--- src/rtl/refresh_seq.sv ---
module refresh_seq #(
  parameter bit FINAL_M1 = 1'b0
) (
  input  logic        clk,
  input  logic        rst_n,
  input  logic        hint_prefix,
  input  logic        hint_disp,
  input  logic        hint_done,
  input  logic        hint_rep,
  input  logic        r_wr,
  input  logic [7:0]  r_wdata,
  input  logic [7:0]  ivec,
  input  logic [15:0] fetch_addr,
  output logic [15:0] addr,
  output logic        m1_n,
  output logic        rfsh_n,
  output logic [1:0]  mc_type,
  output logic [2:0]  t_st,
  output logic        cyc_last,
  output logic [7:0]  r_q
);

  localparam logic [1:0] MC_M1 = 2'd0;
  localparam logic [1:0] MC_RD = 2'd1;
  localparam logic [1:0] MC_WR = 2'd2;

  typedef enum logic [2:0] {P_OPC, P_OPND, P_DISP, P_FIN, P_EXR, P_EXW} phase_t;

  phase_t     ph, ph_nxt;
  logic [2:0] t, len;
  logic [1:0] ty;
  logic [7:0] r;
  logic       is_m1;

  always_comb begin
    case (ph)
      P_OPC:   begin len = 3'd4; ty = MC_M1; end
      P_OPND:  begin len = 3'd3; ty = MC_RD; end
      P_DISP:  begin len = 3'd3; ty = MC_RD; end
      P_FIN:   begin len = 3'd5; ty = FINAL_M1 ? MC_M1 : MC_RD; end
      P_EXR:   begin len = 3'd4; ty = MC_RD; end
      P_EXW:   begin len = 3'd3; ty = MC_WR; end
      default: begin len = 3'd4; ty = MC_M1; end
    endcase
  end

  always_comb begin
    case (ph)
      P_OPC, P_OPND: begin
        if (hint_done || hint_rep) ph_nxt = P_OPC;
        else if (hint_disp)        ph_nxt = P_DISP;
        else if (hint_prefix)      ph_nxt = P_OPC;
        else                       ph_nxt = P_OPND;
      end
      P_DISP:  ph_nxt = P_FIN;
      P_FIN:   ph_nxt = P_EXR;
      P_EXR:   ph_nxt = P_EXW;
      default: ph_nxt = P_OPC;
    endcase
  end

  assign is_m1    = (ty == MC_M1);
  assign cyc_last = (t == len);

  always_ff @(posedge clk) begin
    if (!rst_n) begin
      ph <= P_OPC;
      t  <= 3'd1;
      r  <= 8'd0;
    end else begin
      if (cyc_last) begin
        ph <= ph_nxt;
        t  <= 3'd1;
      end else begin
        t  <= t + 3'd1;
      end
      if (r_wr)                  r <= r_wdata;
      else if (cyc_last && is_m1) r <= {r[7], r[6:0] + 7'd1};
    end
  end

  assign m1_n    = ~(is_m1 && (t <= 3'd2));
  assign rfsh_n  = ~(is_m1 && ((t == 3'd3) || (t == 3'd4)));
  assign addr    = rfsh_n ? fetch_addr : {ivec, r};
  assign mc_type = ty;
  assign t_st    = t;
  assign r_q     = r;

endmodule

--- config.mk ---
export PLATFORM = sky130hd
export DESIGN_NAME = refresh_seq
export DESIGN_NICKNAME = d
export VERILOG_FILES = /design/src/rtl/refresh_seq.sv
export SDC_FILE = /design/constraint.sdc
export NUM_CORES = 1
export LEC_CHECK = 0
export ABC_CLOCK_PERIOD_IN_PS = 5600
export BUFFER_PORTS_ARGS = -buffer_cell sky130_fd_sc_hd__buf_2
export CORE_MARGIN = 3
export CORE_UTILIZATION = 46
export CTS_CLUSTER_SIZE = 30
export DETAILED_ROUTE_END_ITERATION = 16
export GPL_TIMING_DRIVEN = 1
export MAX_ROUTING_LAYER = met4
export PLACE_DENSITY = 0.94
export RECOVER_POWER = 100
export SLEW_MARGIN = 15
export SYNTH_ARGS = -nofsm -noshare
export SYNTH_HDL_FRONTEND = slang
export SYNTH_SLANG_ARGS = --single-unit
--- constraint.sdc ---
create_clock -name clk -period 5.6 [get_ports clk]
set_input_delay 0.56 -clock clk [delete_from_list [all_inputs] [get_ports clk]]
set_output_delay 0.56 -clock clk [all_outputs]
set_load 0.005 [all_outputs]
==> results_dict.tcl, run 1 <==
set metrics [dict create \
    hold_violations 0 \
    cp-start-kind "flip-flop" \
    avgRoutedWirePerCell_um 13.8 \
    io_buffers 70 \
    yosysSeqAreaShare_pct 23.8 \
    synth_area_mm2 0.00118 \
    wl_um 2980 \
    cts_setup_buffers 0 \
    maxSlewViolCount 18 \
    power_density_mw_per_mm2 226 \
    min_period_ns 3.45 \
    synth-seq-cells 14 \
    final_cell_mix "62 x buf_2, 14 x mux2_2, 14 x dfxtp_1, 8 x a21oi_1, 8 x clkbuf_1" \
    core-area_mm2 0.00232 \
    ant_nets 0 \
    cts_tree "done" \
    die_area_mm2 0.00321 \
    routabilityCongestion 0.911 \
    netlist_instances 123 \
    global_route.overflow_total 0 \
    ios 71 \
    syn_avg_cell_area_um2 9.59 \
    synth_flop_cell "dfxtp_1" \
    clk_pin_slew_ns 0.09 \
    first_iter_violations 29 \
    final_common_cell "buf_2" \
    ys_warn_count 0 \
    cts_hold_buf 0 \
    setup_violations 0 \
    grt_pass1_vias 1150 \
    fin_tns_setup_ns 0 \
    drive_gt1_share_pct 45.7 \
    grt_pass1_wl_um 4930 \
    multi_input_area_um2 743 \
    track_usage_pct 19.6 \
    violations "capacitance limit, slew limit" \
    ys_async_sr_fraction_pct 0 \
    syn2layout_area_growth_pct 23.9 \
    relSlewSlack_pct -0.626 \
    max_freq_mhz 290 \
    insertedDiodeCount 0 \
    worst-endpoint-arrival_ns 2.89 \
    tightest_slew_ns 1.51 \
    synth_edf_count 0 \
    final_net_count 232 \
    r2r-start "t_st[2]" \
    clock_sinks 14 \
    p_leak_nw 0.721 \
    rsz0062_at_grt "false" \
    rows 17 \
    hpwl_um 2420 \
    grt_max_degree 18 \
    status "finished with violations" \
    start_util_pct 50.9 \
    antenna_found_initial 0 \
    fp.dieW_um 56.6 \
    crit_type "reg -> out" \
    maxCapViolCount 1 \
    numCtsBuffers 3 \
    ff_latch_area_um2 280 \
    fp.dieH_um 56.6 \
    fin_worst_skew_ns 0.00289 \
    post-route-period-util_pct 61.6 \
    vias_per_cell 5.47 \
    drc 0 \
    dr_total_vias 1182 \
    clock-root-buffer "clkbuf_4" \
    firstDrtPassIters 4 \
    vdd_ir_drop_max_mv 0.146 \
    clock_latency_ns 0.28 \
    synth_cell_type_count 42 \
    ctsHtreeMaxLevel 1 \
    required_ns 5.04 \
    cts_resized 0 \
    hold_ws_ns 0.508 \
    hold_start "t_st[0]" \
    nFillCells 198 \
    hold_path.class "reg -> reg" \
    ctsLongestPathBuffers 2 \
    setup.worst_path.start "ph[1]" \
    syn_nets 166 \
    end_kind "output pin" \
    cp_max_fo 17 \
]
## cell families (layout without fill, tap and decap cells)
| logic type | count (synthesis) | in the layout | share of synthesized area [%] |
|---|---|---|---|
| adders and majority gates | 4 | 4 | 4.24 |
| DFF | 14 | 14 | 23.8 |
| buffers and inverters | 16 | 81 | 9.12 |
| xor gates and xnor gates | 8 | 8 | 5.94 |
| and+or+nand+nor | 32 | 32 | 16.9 |
| AOI/OAI and AO/OA | 30 | 30 | 22.3 |
| muxes | 19 | 19 | 17.8 |
## cell usage after synthesis, types with 3 or more instances
| library cell | n | area, um^2 |
|---|---|---|
| mux2_2 | 16 | 180 |
| dfxtp_1 | 14 | 280 |
| a21oi_1 | 7 | 35.0 |
| inv_1 | 7 | 26.3 |
| nand3_1 | 6 | 30.0 |
| ha_1 | 4 | 50.1 |
| o211a_1 | 4 | 40.0 |
| o21ai_0 | 4 | 20.0 |
| xnor2_1 | 4 | 35.0 |
| xor2_1 | 4 | 35.0 |
| a211oi_1 | 3 | 22.5 |
| and3_1 | 3 | 18.8 |
| buf_6 | 3 | 33.8 |
| mux2i_1 | 3 | 30.0 |
| nand2_1 | 3 | 11.3 |
| nand2b_1 | 3 | 18.8 |
| nor2_1 | 3 | 11.3 |
## final timing paths
kind / endpoint / slack, ns / cells after the start
worst max-delay path: addr[4] / 2.15 / 4
worst min-delay path: t_st[0] / 0.51 / 1
worst max register to register: r_q[6] / 3.62 / 4
worst min register to register: t_st[0] / 0.51 / 1
## state kept, by name (all words and copies together) (netlist names)
register / cells
ph: 3
r_q: 8
t_st: 3
## critical path, cell delays in order, from the launching register on
cell	delay [ns]
dfxtp_1	0.41
or3_4	0.45
a21oi_1	1.18
mux2_2	0.44
buf_2	0.13
## final cells by class
cell class | instances | area share (%)
Tap cell | 28 | 2.40
Sequential cell | 14 | 19.2
Inverter | 7 | 1.80
Timing Repair Buffer | 70 | 23.3
Multi-Input combinational cell | 93 | 50.9
Clock buffer | 4 | 2.48
## power breakdown
part | leakage [nW] | switching, mW | internal, mW
Clock | 0.0210 | 0.0334 | 0.0396
Combinational | 0.584 | 0.0567 | 0.0762
Sequential | 0.116 | 0.0159 | 0.108
Total | 0.721 | 0.106 | 0.224
## through the flow
stage	utilization (%)	std cells	worst slack (ns)	power (mW)	instance area, um^2
global route	63.0	216	1.89	0.355	1460
detailed placement	64.0	212	3.07	0.266	1480
floorplan	-	123	3.36	0.217	1180
global placement	64.0	212	3.15	0.261	1480
CTS	65.6	216	2.75	0.339	1520
finish	63.0	216	2.15	0.330	1460
## metal layers
| layer | global-route usage, % | vias up | part of all wire (%) |
|---|---|---|---|
| met2 | 35.8 | 46 | 55 |
| li1 | - | 583 | - |
| met1 | 21.6 | 549 | 38 |
| met5 | - | - | 0 |
| met3 | 1.84 | 4 | 6.1 |
| met4 | 7.46 | 0 | 1.2 |
No activity file was read; power rests on OpenSTA's default activity.
==> run 2, diff against run 1 <==
--- a/config.mk
+++ b/config.mk
@@ -5,15 +5,15 @@
 export SDC_FILE = /design/constraint.sdc
 export NUM_CORES = 1
 export LEC_CHECK = 0
-export ABC_CLOCK_PERIOD_IN_PS = 5600
+export ABC_CLOCK_PERIOD_IN_PS = 3400
 export BUFFER_PORTS_ARGS = -buffer_cell sky130_fd_sc_hd__buf_2
 export CORE_MARGIN = 3
-export CORE_UTILIZATION = 46
+export CORE_UTILIZATION = 43
 export CTS_CLUSTER_SIZE = 30
 export DETAILED_ROUTE_END_ITERATION = 16
 export GPL_TIMING_DRIVEN = 1
 export MAX_ROUTING_LAYER = met4
-export PLACE_DENSITY = 0.94
+export PLACE_DENSITY = 0.9
 export RECOVER_POWER = 100
 export SLEW_MARGIN = 15
 export SYNTH_ARGS = -nofsm -noshare
==> constraint.sdc (replaced) <==
create_clock -name clk -period 3.4 [get_ports clk]
set_input_delay 0.34 -clock clk [delete_from_list [all_inputs] [get_ports clk]]
set_output_delay 0.34 -clock clk [all_outputs]
set_load 0.005 [all_outputs]
==> run 2 against run 1 <==
The flow now finishes without violations. Sequential cell count unchanged. Cell count up 0.46%. Highest routed layer unchanged. Combinational power up 69%. Hold slack worse by 0.19 ns. Worst setup slack worse by 1.3 ns. Non-clock buffer count unchanged. Die area up 6.2%. Clock skew down 0.0023 ns. First-iteration DRC count up 59%. Sequential power up 66%.
==> results_dict.tcl, run 2 (same netlist as run 1, synthesis figures left out) <==
set metrics [dict create \
    rsz0062_at_grt "false" \
    clkPwrFrac_pct 17.6 \
    ant_nets 0 \
    dp_worst_setup_slack_ns 1.18 \
    firstDrtPassIters 4 \
    first_iter_violations 46 \
    maxCapViolCount 0 \
    cts_resized 0 \
    cp_top_family "simple AND/OR/NAND/NOR gates" \
    timing.critical_path.buf_inv 1 \
    track_usage_pct 18.7 \
    wl_um 3180 \
    dr_total_vias 1200 \
    largest_reg_flops 8 \
    seq_power_share_pct 39.5 \
    p_sw_uw 176 \
    cts_tree "done" \
    insertedDiodeCount 0 \
    vias_per_cell 5.53 \
    die_area_mm2 0.00341 \
    drc 0 \
    clk_pin_slew_ns 0.08 \
    drive_gt1_share_pct 48.1 \
    crit_type "reg -> out" \
    fp.dieH_um 58.4 \
    cp_slowest_cell "or3_1" \
    p_int_uw 347 \
    post-route-period-util_pct 76.2 \
    clock_sinks 14 \
    global_route.overflow_total 0 \
    cts_setup_buffers 0 \
    cp-start-kind "flip-flop" \
    status "completed" \
    ctsHtreeMaxLevel 1 \
    required_ns 3.06 \
    fin_ws_ns 0.809 \
    final_area_mm2 0.00146 \
    setup_violations 0 \
    total_power_uw 523 \
    hold_violations 0 \
    worst-endpoint-arrival_ns 2.25 \
    ctsLongestPathBuffers 2 \
    grt_max_degree 18 \
    syn2layout_area_growth_pct 23.8 \
    max_freq_mhz 386 \
    vdd_ir_drop_max_mv 0.233 \
    numCtsBuffers 3 \
    hold_ws_ns 0.321 \
    final_cell_mix "64 x buf_2, 16 x mux2_2, 14 x dfxtp_1, 7 x inv_1, 7 x a21oi_1" \
    routabilityCongestion 0.770 \
    rows 18 \
    avgRoutedWirePerCell_um 14.6 \
    relSlewSlack_pct 59.2 \
    p_leak_nw 0.725 \
    crit_path_cell_trace "or3_1 -> a21oi_4 -> mux2_2 -> buf_2" \
    hold_path.class "in -> reg" \
    core-area_mm2 0.00254 \
    grt_pass1_wl_um 4800 \
    final_net_count 232 \
    clock-root-buffer "clkbuf_4" \
    io_buffers 70 \
    fp.dieW_um 58.4 \
    tightest_slew_ns 0.597 \
    fin_tns_setup_ns 0 \
    antenna_found_initial 0 \
    final_common_cell "buf_2" \
    cp_max_fo 17 \
    hpwl_um 2600 \
    swShare_pct 33.7 \
    ios 71 \
    power_density_mw_per_mm2 358 \
    placed_cell_area_mm2 0.00149 \
    grt_pass1_vias 1004 \
    start_util_pct 46.4 \
    cts_hold_buf 0 \
    fin_worst_skew_ns 0.000598 \
    maxSlewViolCount 0 \
    cpPeakStageDelay_ns 0.52 \
    end_kind "output pin" \
    min_period_ns 2.59 \
    p_comb_share_pct 42.9 \
    clock_latency_ns 0.28 \
]
-- run 2: path summary, 6_finish.rpt --
check,slack [ns],to,startpoint,cells after the start
worst max-delay path,0.81,addr[15],ph[1],4
worst min-delay path,0.32,r_q[1],r_wdata[1],3
worst max register to register,1.38,r_q[5],t_st[2],4
worst min register to register,0.50,t_st[0],t_st[0],1
-- run 2: final cells by class --
class | count | area [um^2]
Inverter | 7 | 26.3
Clock buffer | 3 | 22.5
Fill cell | 245 | 1080
Timing Repair Buffer | 70 | 344
Multi-Input combinational cell | 93 | 749
Sequential cell | 14 | 280
Tap cell | 30 | 37.5
-- run 2: power groups by stage --
stage	Sequential, mW	Combinational, mW	Clock [mW]
final	0.206	0.225	0.0922
after global routing	0.210	0.248	0.100
after CTS	0.205	0.232	0.0951
after detailed placement	0.209	0.231	0
after global placement	0.210	0.226	0
after floorplan	0.200	0.157	0
-- run 2: layer usage --
layer / wire [um] / vias to the layer above / global-route usage [%]
li1: - / 582 / -
met1: 1310 / 580 / 25.5
met2: 1690 / 33 / 28.7
met3: 122 / 5 / 1.32
met4: 46 / 0 / 6.95
met5: 0 / - / -
-- run 2: worst min-delay path, cell delays in order --
cell	delay, ns
buf_2	0.07
o21ai_0	0.06
a21oi_1	0.09
-- run 2: through the flow --
stage               std cells  util, %
floorplan                 123        -
global placement          214     58.4
detailed placement        214     58.4
CTS                       217     59.3
global route              217     57.4
finish                    217     57.4
